## config.mk

```make
export PLATFORM = sky130hd
export DESIGN_NAME = sleep_pwr_ctrl
export DESIGN_NICKNAME = d
export VERILOG_FILES = /design/src/rtl/sps_pkg.sv /design/src/rtl/sps_decode.sv /design/src/rtl/sps_wake_detect.sv /design/src/rtl/sps_enable_mux.sv /design/src/rtl/sleep_pwr_ctrl.sv
export SDC_FILE = /design/constraint.sdc
export NUM_CORES = 1
export LEC_CHECK = 0
export BUFFER_PORTS_ARGS = -buffer_cell sky130_fd_sc_hd__buf_2
export CAP_MARGIN = 20
export CORE_AREA = 2 2 39 41
export CTS_CLUSTER_DIAMETER = 200
export DETAILED_ROUTE_END_ITERATION = 7
export DIE_AREA = 0 0 41 43
export MAX_ROUTING_LAYER = met4
export PLACE_DENSITY = 0.64
export SLEW_MARGIN = 15
export SYNTH_ARGS = -nofsm -noshare
export SYNTH_HDL_FRONTEND = slang
export SYNTH_SLANG_ARGS = --single-unit
export TNS_END_PERCENT = 10
```

## constraint.sdc

```tcl
create_clock -name clk -period 2.3 [get_ports clk]
set_input_delay 0.115 -clock clk [delete_from_list [all_inputs] [get_ports clk]]
set_output_delay 0.115 -clock clk [all_outputs]
set_load 0.05 [all_outputs]
```

## src/rtl/sps_pkg.sv

```systemverilog
package sps_pkg;
    // Bit positions in the configuration register (behavioural: software decodes them)
    localparam int BIT_SOSC  = 7;
    localparam int BIT_SCK   = 6;
    localparam int BIT_SPWM  = 5;
    localparam int BIT_SHDN  = 4;

    // Function indices for the enable mux
    localparam int FN_OSC   = 0;
    localparam int FN_CK    = 1;
    localparam int FN_PWM   = 2;
    localparam int N_FUNC   = 3;

    typedef enum logic [1:0] {
        SEL_NONE  = 2'd0,
        SEL_CFG   = 2'd1,
        SEL_SLEEP = 2'd2,
        SEL_NORM  = 2'd3
    } sps_sel_e;

    typedef struct packed {
        logic [N_FUNC-1:0] slp_en;
        logic              shdn;
    } sps_state_t;

    localparam logic [N_FUNC-1:0] SLP_EN_RST = 3'b011; // osc=1, ck=1, pwm=0
endpackage

```

## src/rtl/sps_decode.sv

```systemverilog
module sps_decode
    import sps_pkg::*;
#(
    parameter int              ADDR_W     = 8,
    parameter logic [ADDR_W-1:0] CFG_ADDR   = 8'h20,
    parameter logic [ADDR_W-1:0] SLEEP_ADDR = 8'h22,
    parameter logic [ADDR_W-1:0] NORM_ADDR  = 8'h24
) (
    input  logic [ADDR_W-1:0] addr,
    output sps_sel_e          sel,
    output logic              lsb
);
    localparam int KEY_W = ADDR_W - 1;

    logic [KEY_W-1:0] key;
    assign key = addr[ADDR_W-1:1];
    assign lsb = addr[0];

    always_comb begin
        if (key == CFG_ADDR[ADDR_W-1:1])        sel = SEL_CFG;
        else if (key == SLEEP_ADDR[ADDR_W-1:1]) sel = SEL_SLEEP;
        else if (key == NORM_ADDR[ADDR_W-1:1])  sel = SEL_NORM;
        else                                    sel = SEL_NONE;
    end
endmodule

```

## src/rtl/sps_wake_detect.sv

```systemverilog
module sps_wake_detect #(
    parameter bit BOTH_EDGES = 1'b1
) (
    input  logic clk,
    input  logic rst_n,
    input  logic pin,
    output logic edge_evt
);
    logic prev_d, prev_q;

    always_comb prev_d = pin;

    always_ff @(posedge clk or negedge rst_n) begin
        if (!rst_n) prev_q <= 1'b0;
        else        prev_q <= prev_d;
    end

    generate
        if (BOTH_EDGES) begin : g_any
            assign edge_evt = pin ^ prev_q;
        end else begin : g_rise
            assign edge_evt = pin & ~prev_q;
        end
    endgenerate
endmodule

```

## src/rtl/sps_enable_mux.sv

```systemverilog
module sps_enable_mux
    import sps_pkg::*;
(
    input  logic              in_sleep,
    input  logic [N_FUNC-1:0] slp_en,
    input  logic [N_FUNC-1:0] norm_en,
    output logic [N_FUNC-1:0] eff_en
);
    logic [N_FUNC-1:0] gate;

    always_comb begin
        gate         = '1;
        gate[FN_PWM] = slp_en[FN_OSC]; // PWM needs the low-speed clock in sleep
    end

    generate
        for (genvar i = 0; i < N_FUNC; i++) begin : g_fn
            assign eff_en[i] = in_sleep ? (slp_en[i] & gate[i]) : norm_en[i];
        end
    endgenerate
endmodule

```

## src/rtl/sleep_pwr_ctrl.sv

```systemverilog
module sleep_pwr_ctrl
    import sps_pkg::*;
#(
    parameter int                ADDR_W     = 8,
    parameter int                DATA_W     = 8,
    parameter logic [ADDR_W-1:0] CFG_ADDR   = 8'h20,
    parameter logic [ADDR_W-1:0] SLEEP_ADDR = 8'h22,
    parameter logic [ADDR_W-1:0] NORM_ADDR  = 8'h24,
    parameter bit                WAKE_BOTH_EDGES = 1'b1
) (
    input  logic              clk,
    input  logic              rst_n,
    input  logic [ADDR_W-1:0] bus_addr,
    input  logic              bus_wr,
    input  logic              bus_rd,
    input  logic [DATA_W-1:0] bus_wdata,
    output logic [DATA_W-1:0] bus_rdata,
    input  logic              sleep_req_i,
    input  logic              alarm_i,
    input  logic              wake_pin_i,
    input  logic              norm_osc_en_i,
    input  logic              norm_ckbuf_en_i,
    input  logic              norm_pwm_en_i,
    output logic              sleep_o,
    output logic              osc_en_o,
    output logic              ckbuf_en_o,
    output logic              pwm_en_o
);
    sps_state_t state_d, state_q;
    sps_sel_e   sel;
    logic       addr_lsb;
    logic       wake_edge;
    logic       wake_evt;
    logic       set_req;
    logic       shdn_w;
    logic [N_FUNC-1:0] norm_en, eff_en;

    sps_decode #(
        .ADDR_W(ADDR_W), .CFG_ADDR(CFG_ADDR),
        .SLEEP_ADDR(SLEEP_ADDR), .NORM_ADDR(NORM_ADDR)
    ) i_decode (
        .addr(bus_addr), .sel(sel), .lsb(addr_lsb)
    );

    sps_wake_detect #(.BOTH_EDGES(WAKE_BOTH_EDGES)) i_wake (
        .clk(clk), .rst_n(rst_n), .pin(wake_pin_i), .edge_evt(wake_edge)
    );

    assign wake_evt = alarm_i | wake_edge | (bus_wr && sel == SEL_NORM);
    assign set_req  = bus_wr && ((sel == SEL_CFG && addr_lsb) || sel == SEL_SLEEP);

    always_comb begin
        state_d = state_q;
        if (bus_wr && sel == SEL_CFG) begin
            state_d.slp_en[FN_OSC] = bus_wdata[BIT_SOSC];
            state_d.slp_en[FN_CK]  = bus_wdata[BIT_SCK];
            state_d.slp_en[FN_PWM] = bus_wdata[BIT_SPWM];
        end
        if (wake_evt)     state_d.shdn = 1'b0;  // wake wins
        else if (set_req) state_d.shdn = 1'b1;
    end

    always_ff @(posedge clk or negedge rst_n) begin
        if (!rst_n) begin
            state_q.slp_en <= SLP_EN_RST;
            state_q.shdn   <= 1'b0;
        end else begin
            state_q <= state_d;
        end
    end

    assign shdn_w  = state_q.shdn;
    assign sleep_o = state_q.shdn | sleep_req_i;

    always_comb begin
        bus_rdata = '0;
        if (bus_rd && sel == SEL_CFG) begin
            bus_rdata[BIT_SOSC] = state_q.slp_en[FN_OSC];
            bus_rdata[BIT_SCK]  = state_q.slp_en[FN_CK];
            bus_rdata[BIT_SPWM] = state_q.slp_en[FN_PWM];
            bus_rdata[BIT_SHDN] = state_q.shdn;
        end
    end

    always_comb begin
        norm_en         = '0;
        norm_en[FN_OSC] = norm_osc_en_i;
        norm_en[FN_CK]  = norm_ckbuf_en_i;
        norm_en[FN_PWM] = norm_pwm_en_i;
    end

    sps_enable_mux i_mux (
        .in_sleep(sleep_o), .slp_en(state_q.slp_en),
        .norm_en(norm_en), .eff_en(eff_en)
    );

    assign osc_en_o   = eff_en[FN_OSC];
    assign ckbuf_en_o = eff_en[FN_CK];
    assign pwm_en_o   = eff_en[FN_PWM];
endmodule

```

# == Yosys cells after proc, flatten, opt, wreduce, memory -nomap -nowiden ==
# Cells that the tools add are included.
# Widths: inputs -> output; s select.
# totals
reg_bits,5
word_cells,30
# classes
n_eq_ne,6
n_mux,9
n_bitwise,5
reduce_logical,7
# op_table
operator,n
$eq 7x5->1 const B,3
$mux 2,3
$logic_and 1x1->1,5
$mux 1,5
$eq 2x2->1 const B,2
$mux 4,1
$or 1x1->1,3
$eq 2x1->1 const B,1
$reduce_bool 2->1,1
$and 1x1->1,1
$logic_or 1x1->1,1
$xor 1x1->1,1

# == Longest topological paths before layout ==
# Gate-level depths: netlist (run 1).
# logic_depth
word_depth,10
mapped_depth,3
ltp_nobuf,3

# == Modules after synthesis ==
# From an unflattened synthesis (run 1), not the netlist that was laid out.
# hier_totals
hier_cells,35
hier_area_um2,386.6
# modules_own_cells
module,n_inst,cells_each,area_each_um2,seq_area_each_um2
sleep_pwr_ctrl,1,23,272.8,102.6
sps_decode,1,5,43.8,0.0
sps_enable_mux,1,5,36.3,0.0
sps_wake_detect,1,2,33.8,25.0

# == Worst setup path before layout (run 1) ==
# Ideal clock, no wire load.
# synth_timing
kind,register to output
from,register state_q[1] (netlist name)
to,output pwm_en_o
t_arrival_ps,1652
t_required_ps,2185
setup_slack_ps,533
stages_incl_launch_ff,3
path_buffers,0
path_cell_list,dfstp_2 -> nand2_1 -> o21ai_0
# synth_via
elab_chain_len,2
# synth_rtl
item,line_no,text
$and 1x1->1,sps_enable_mux.sv:18,assign eff_en[i] = in_sleep ? (slp_en[i] & gate[i]) : norm_en[i];
$mux 1,sps_enable_mux.sv:18,
"end, declared",sleep_pwr_ctrl.sv:27,output logic pwm_en_o
# Every way passes these cells.

# == Final worst setup path (run 1) ==
# layout_timing
from,input bus_addr[6]
to,output bus_rdata[5]
# layout_via
elab_chain_len,7
word_cells_on_any_way,9
# layout_rtl
item,line_no,text
"start, declared",sleep_pwr_ctrl.sv:13,"input logic [ADDR_W-1:0] bus_addr,"
$eq 7x5->1,sps_decode.sv:22,else if (key == NORM_ADDR[ADDR_W-1:1]) sel = SEL_NORM;
$mux 2,sps_decode.sv:22,
$mux 2,sps_decode.sv:21,else if (key == SLEEP_ADDR[ADDR_W-1:1]) sel = SEL_SLEEP;
$mux 2 *,sps_decode.sv:20,if (key == CFG_ADDR[ADDR_W-1:1]) sel = SEL_CFG;
$eq 2x1->1 *,sleep_pwr_ctrl.sv:77,if (bus_rd && sel == SEL_CFG) begin
$logic_and 1x1->1 *,sleep_pwr_ctrl.sv:77,
$mux 4 *,sleep_pwr_ctrl.sv:77,
"end, declared",sleep_pwr_ctrl.sv:17,"output logic [DATA_W-1:0] bus_rdata,"
# Mark *: on every way between the ends. The rest lies on a longest branch, timed or not.

==> metrics, run 1 <==
status completed; area leader, netlist dfrtp_1; Startpoint Class primary input; worst hold-check path type in2reg; fin area approximately 530 um2; # H-tree levels 1; met2 Use GR 16.3%; area share of the largest cell type after synthesis between 20% and 30%; synth warn 0; die outline width 41 um; I/O Pins 38; die area 1760 um2; Worst Skew 0.00333 ps; Vias/cell 4.15; final setup fails 0; RSZ-0062 raised after global routing false; CTS Sinks 5; Post-synth ARST share 100%; Highest Clock Rate 0.572 GHz; setup_tns 0 ps; period utilization between 70% and 80%; Unique masters post-synth 16; core area 1380 um2; P_leak 0.284 nW; #FFs+latches synth 5; wire per inst approximately 8.2 um; port buffer count 28; grt met3 use between 5 and 6%; final core occ 38.6%; max-cap check violation count 0; critical path capture point type primary output; post-synthesis sequential area ratio 36.8%; drt first-iter violations 3; Vias 353; area growth from synthesis to layout 54.2%; GRT Resource Usage Total between 10% and 20%; n_diodes 0; multi-input logic area 193 um2; # fillers between 150 and 200; CTS buffer count 3; global route total overflow 0; number of nets still failing antenna checks after routing 0; Pre-antenna DRT Iters 3; maximum VDD drop around 220 uV; Area after DPL 488 um2; min Tclk post-route approximately 1700 ps; Final nets 96; EDFF count, synth 0; largest net degree at the start of global routing 6; first-pass GRT wire length 1220 um; vias in the first global route 341; chip height 43 um; sequential cell area 128 um2; final WL around 700 um; syn avg cell area 9.63 um2; Hold Vio Cnt, Final 0; Rows 14; GP Congestion a little over 0.6; Synth area leaders dfrtp_1 (22%), mux2_2 (16%), dfstp_2 (15%), buf_4 (8.7%), and2_1 (7.2%); layout cell share with drive strength beyond 1 a little under three fifths; most numerous cell in the Yosys netlist mux2_2; Clk pin slew, worst setup/hold paths 40 ps; post_cts resized 0; TritonCTS clock tree yes; met1 Resource Use GR 10.6%; initial antenna violation count 0; Clock Latency Late Sink 240 ps; Clock Tree Root clkbuf_4; Critical Path AT 1630 ps; pre-CTS setup slack 503 ps; Post-Syn Area 347 um2; largest buffer count on any clock path 2; # DRC 0; CP Data Required Time ~2200 ps; max-slew violations 0; synth cell count leaders mux2_2 (5), and2_1 (4), buf_4 (4); fin worst setup slack around 550 ps; Post-Syn Instances 36; gr busiest metal met2; Main synth FF type dfrtp_1; pwr dens 511 nW/um2; critical setup path kind in2out; starting density of the core 25.0%; Crit Path Max Fanout 4
==> registers in the layout, summed over array words and instances (netlist names) <==
signal / count
state_q: 3
shdn_w: 1
i_wake.prev_q: 1
==> metal layers <==
layer	share of wire [%]	vias up
met4	0	0
met5	0	-
met3	14	0
met2	51	19
met1	36	148
li1	-	186
==> kinds of logic (layout without fill, tap and decap cells) <==
kind of cell    after synthesis  after routing  synth area share [%]
xor+xnor                      1              1                  2.53
compound gates                2              2                  4.33
mux                           5              5                  16.2
simple gates                 16             16                  28.2
other cells                   1              4                  1.08
buf+inv                       6             36                  10.8
flops                         5              5                  36.8
==> area by class of cell <==
cell class,instances,share of cell area [%]
well taps,16,3.75
multi-input cells,28,36.1
repair buffers,30,30.0
clock buffers,4,4.92
flip-flops and latches,5,23.9
inverters,2,1.41
==> metrics by stage <==
step / power, W / cells / hold slack, ps
finish: 0.000273 / 85 / 25.1
global placement: 0.000171 / 79 / -65.6
floorplan: 0.000153 / 39 / -181
global route: 0.000296 / 85 / 24.4
CTS: 0.000282 / 85 / 14.4
detailed placement: 0.000172 / 79 / -67.8
==> cells in the final DEF, fill, tap and decap left out <==
cell type,Yosys,layout
a2111oi_1,1,1
and2_1,4,4
buf_2,0,28
clkbuf_1,0,1
clkbuf_4,0,3
conb_1,1,4
dfrtp_1,3,3
dfstp_2,2,2
dlygate4sd3_1,0,2
inv_1,2,2
mux2_2,5,5
nand2_1,3,3
nand2b_1,2,2
nor2_1,2,2
nor4_1,2,2
o21ai_0,1,1
or4_1,2,2
or4b_4,1,1
xor2_1,1,1
==> final timing paths <==
kind                       cells past startpoint            end  slack [ps]           from
setup / recovery                               5   bus_rdata[5]         550    bus_addr[6]
hold / removal                                 2         shdn_w          30        alarm_i
setup reg to reg                               2         shdn_w        1350  i_wake.prev_q
hold reg to reg                                1     state_q[3]         530     state_q[3]
max in group asynchronous                      2     state_q[2]        1880          rst_n
min in group asynchronous                      2  i_wake.prev_q         210          rst_n
==> worst max-delay path: stages <==
cell and delay [ps]:
buf_2 100, or4b_4 540, nor4_1 440, and2_1 190
buf_2 250
==> what timing repair did <==
action	in CTS	in global routing
buffers inserted	0	0
endpoints found under the hold margin	6	0
hold buffers	2	0
==> where the power goes <==
| part | switching, W | internal [W] |
|---|---|---|
| Sequential | 0.00000337 | 0.0000958 |
| Clock | 0.0000351 | 0.0000655 |
| Combinational | 0.0000460 | 0.0000271 |
| Total | 0.0000844 | 0.000188 |
(Power assumes the default switching activity.)
==> run 2: changes to the inputs <==
--- a/config.mk
+++ b/config.mk
@@ -12,7 +12,7 @@
 export DETAILED_ROUTE_END_ITERATION = 7
 export DIE_AREA = 0 0 41 43
 export MAX_ROUTING_LAYER = met4
-export PLACE_DENSITY = 0.64
+export PLACE_DENSITY = 0.66
 export SLEW_MARGIN = 15
 export SYNTH_ARGS = -nofsm -noshare
 export SYNTH_HDL_FRONTEND = slang
==> constraint.sdc (replaced) <==
create_clock -name clk -period 1.5 [get_ports clk]
set_input_delay 0.075 -clock clk [delete_from_list [all_inputs] [get_ports clk]]
set_output_delay 0.075 -clock clk [all_outputs]
set_load 0.05 [all_outputs]
==> metrics, run 2 (synthesized netlist as in run 1, its figures left out) <==
Critical Path AT 1390 ps; Hold Path End state_q[2]; GP Congestion around 0.61; Rows 14; Vias 376; Clock Latency Late Sink around 240 ps; final WL 792 um; Area after DPL 510 um2; Clk pin slew, worst setup/hold paths 40 ps; reg2reg setup slack ~600 ps; vias in the first global route about 350; Worst Hold Launch bus_wdata[6]; Int Power just under 0.0003 W; Final nets 100; setup_tns 0 ps; Highest Clock Rate 0.682 GHz; # DRC 0; I/O Pins 38; status completed; max-cap check violation count 0; core area 1380 um2; hold depth 2; max reg flops 3; FF-to-FF path depth 2; layout cell share with drive strength beyond 1 around 67%; largest buffer count on any clock path 2; drt first-iter violations 2; critical path capture point type primary output; power share of the combinational group 29.3%; # H-tree levels 1; Clk pwr share roughly 35%; worst hold-check path type in2reg; most common cell after layout, fill and taps aside buf_2; Hold Slack 71.4 ps; pwr dens ~660 nW/um2; fin area about 660 um2; starting density of the core 25.0%; Startpoint Class primary input; max-slew violations 0; maximum VDD drop 319 uV; RSZ-0062 raised after global routing true; commonest non-fill, non-tap cells in the layout buf_2 (22), mux2_2 (5); Worst Skew 0.00119 ps; min Tclk post-route 1470 ps; die area 1760 um2; initial antenna violation count 0; final setup fails 0; Pre-antenna DRT Iters 4; Crit Path Max Fanout 4; die outline width 41 um; switching pwr 0.000135 W; first-pass GRT wire length 1390 um; n_diodes 0; CTS buffer count 3; post-detail-place hpwl between 600 and 700 um; largest net degree at the start of global routing 6; CTS Sinks 5; R2R Path End shdn_w; TritonCTS clock tree yes; CP Data Required Time 1420 ps; P_leak 0.323 nW; switching share of power 31.3%; port buffer count 28; wire per inst 8.90 um; number of nets still failing antenna checks after routing 0; GRT Resource Usage Total 12.4%; Vias/cell 4.22; Reg with most FFs state_q; period utilization 97.7%; chip height 43 um; Hold Vio Cnt, Final 0; global route total overflow 0; Clock Tree Root clkbuf_4; reg2reg start i_wake.prev_q; Post-CTS Repair Setup Buffers 0; sequential fraction of design power around a third; critical setup path kind in2out; area growth from synthesis to layout 89.5%
## run 2: cell count changes in the layout (fill, tap and decap cells not counted), moves of 2 or more
cell	before	now
and2_1	4	0
buf_4	0	2
buf_8	0	4
and2_4	0	4
buf_6	0	2
buf_2	28	22
## run 2: power by group through the flow
stage / logic, W / clock network, W / registers [W]
after global placement: 0.000112 / 0 / 0.000154
after global routing: 0.000138 / 0.000175 / 0.000154
after floorplan: 0.0000826 / 0 / 0.000152
final: 0.000127 / 0.000153 / 0.000152
after detailed placement: 0.000113 / 0 / 0.000154
after CTS: 0.000121 / 0.000163 / 0.000153
## run 2: layout make-up
| type | instances | area (um2) |
|---|---|---|
| clock buffers | 4 | 26.3 |
| repair buffers | 34 | 245 |
| inverters | 2 | 7.51 |
| multi-input cells | 28 | 230 |
| fillers | 141 | 727 |
| flip-flops and latches | 5 | 128 |
| well taps | 16 | 20.0 |
## run 2: metrics by stage
stage	instances	power, W	utilization, %	setup slack (ps)
after floorplan	39	0.000235	-	-81.8
after global placement	82	0.000265	36.9	-214
after detailed placement	82	0.000267	36.9	-232
after CTS	89	0.000437	45.5	13.7
after global routing	89	0.000467	47.5	-23.6
final	89	0.000433	47.5	34.2
## run 2: timing repair
action | CTS | global route
pin swaps | 1 | 0
gates resized for setup | 19 | 5
endpoints found under the hold margin | 7 | 0
hold buffers | 3 | 0
endpoints found under the setup margin | 6 | 8
## run 2: how the worst max path moves through the flow
stage | start | end
after floorplan | bus_addr[6] | shdn_w
after global routing | bus_addr[6] | bus_rdata[6]
after CTS | bus_addr[6] | bus_rdata[7]
after detailed placement | bus_addr[6] | shdn_w
after global placement | bus_addr[6] | shdn_w
final | bus_addr[6] | bus_rdata[7]
## run 2: metal layers
metal / global-route usage, % / routed length [um] / vias up
met3: 4.71 / 71 / 0
met2: 18.4 / 427 / 20
met4: 8.00 / 0 / 0
li1: - / - / 193
met5: - / 0 / -
met1: 12.9 / 293 / 163
## run 2: worst max-delay path, stage by stage
cell,delay [ps]
buf_6,90
or4b_4,540
buf_6,140
nor4_4,110
buf_4,160
and2_4,140
buf_8,130
==> run 3: changes to the inputs <==
--- a/config.mk
+++ b/config.mk
@@ -13,6 +13,8 @@
 export DIE_AREA = 0 0 41 43
 export MAX_ROUTING_LAYER = met4
 export PLACE_DENSITY = 0.66
+export RECOVER_POWER = 25
+export SETUP_SLACK_MARGIN = 0.3
 export SLEW_MARGIN = 15
 export SYNTH_ARGS = -nofsm -noshare
 export SYNTH_HDL_FRONTEND = slang
==> metrics, run 3 (synthesized netlist as in run 1, its figures left out) <==
Worst Skew 0.0115 ps; GRT Resource Usage Total about 11%; # DRC 0; area growth from synthesis to layout 96.8%; Rows 14; wire per inst 9.30 um; fin area 682 um2; die outline width 41 um; # H-tree levels 1; drt first-iter violations 2; RSZ-0062 raised after global routing true; maximum VDD drop 301 uV; crit path max-delay cell type or4b_4; die area 1760 um2; critical setup path kind in2reg; first-pass GRT wire length 1330 um; max-cap check violation count 0; Critical Path Start bus_addr[3]; Clock Tree Root clkbuf_4; status completed; Final nets 100; chip height 43 um; Clock Latency Late Sink 240 ps; Critical Path AT roughly 1500 ps; final setup fails 0; max-slew violations 0; critical path capture point type flop; Highest Clock Rate 0.720 GHz; Hold Vio Cnt, Final 0; Area after DPL 508 um2; P_leak 0.326 nW; Cell Count, Final, Fillers Out 89; final WL 828 um; worst hold-check path type in2reg; largest net degree at the start of global routing 6; Crit Path Max Fanout 4; Vias 387; CP bufs+invs 1; vias in the first global route roughly 360; commonest non-fill, non-tap cells in the layout buf_2 (20), mux2_2 (5), and2_4 (4), conb_1 (4), buf_8 (4); min Tclk post-route 1390 ps; starting density of the core between 20% and 30%; CTS Sinks 5; pre-CTS setup slack -168 ps; port buffer count 28; n_diodes 0; Clk pin slew, worst setup/hold paths 40 ps; reg2reg start shdn_w; period utilization about 93%; CTS buffer count 3; Hold Slack roughly 64 ps; Startpoint Class primary input; global route total overflow 0; crit path cell chain buf_6 -> or4b_4 -> or4_4 -> a2111oi_4; I/O Pins 38; Vias/cell 4.35; cell count after placement 80; number of nets still failing antenna checks after routing 0; largest buffer count on any clock path 2; initial antenna violation count 0; core area 1380 um2; max reg flops 3; Largest delay share family, worst path simple AND/OR/NAND/NOR gates; Max stage delay on crit path 570 ps; TritonCTS clock tree yes; fin worst setup slack 112 ps; GP Congestion about 0.68; Pre-antenna DRT Iters 2; most common cell after layout, fill and taps aside buf_2; Worst Hold Launch bus_wdata[6]; Reg with most FFs state_q; layout cell share with drive strength beyond 1 between 60% and 70%; pwr dens 649 nW/um2; # fillers 134; CP Data Required Time 1640 ps
run 3: final timing paths:
check / slack (ps) / cells after the start / endpoint
max in group asynchronous: 1020 / 2 / state_q[2]
hold / removal: 60 / 2 / state_q[2]
hold reg to reg: 540 / 1 / state_q[3]
min in group asynchronous: 210 / 2 / i_wake.prev_q
setup / recovery: 110 / 4 / shdn_w
setup reg to reg: 510 / 3 / shdn_w
run 3: area by class of cell:
| class | count | area [um2] | area share (%) |
|---|---|---|---|
| timing repair buffer | 34 | 250 | 36.7 |
| multi-input combinational | 28 | 250 | 36.7 |
| clock buffer | 4 | 26.3 | 3.85 |
| inverter | 2 | 7.51 | 1.10 |
| tap | 16 | 20.0 | 2.94 |
| sequential | 5 | 128 | 18.7 |
run 3: power breakdown:
group	switching, W	internal [W]
clock	0.0000558	0.000101
combinational	0.0000798	0.0000538
sequential	0.00000586	0.000147
run 3: repair_timing:
| action | in CTS | in global routing |
|---|---|---|
| pin swaps | 9 | 0 |
| setup endpoints to repair | 12 | 12 |
| resized for setup | 25 | 1 |
| hold buffers | 3 | 0 |
| setup buffers | 2 | 0 |
| endpoints found under the hold margin | 7 | 0 |
run 3: metal layers:
layer  vias up  global-route usage, %  share of wire, %
met5         -                      -                 0
met4         0                   4.00                 0
met3         0                   4.71               8.6
met2        17                   18.1                55
met1       178                   12.5                37
li1        192                      -                 -
run 3: worst reg2reg max path, stage by stage (launching register included):
cell and delay, ps:
dfrtp_1 390, buf_4 130, inv_1 50, a2111oi_4 320
run 3: per-stage QoR:
stage / total power (W) / utilization, % / setup TNS (ps)
global route: 0.000471 / 49.3 / 0
detailed placement: 0.000266 / 36.7 / -878
finish: 0.000443 / 49.3 / 0
global placement: 0.000265 / 36.7 / -860
CTS: 0.000453 / 48.7 / 0
floorplan: 0.000236 / - / -40.8
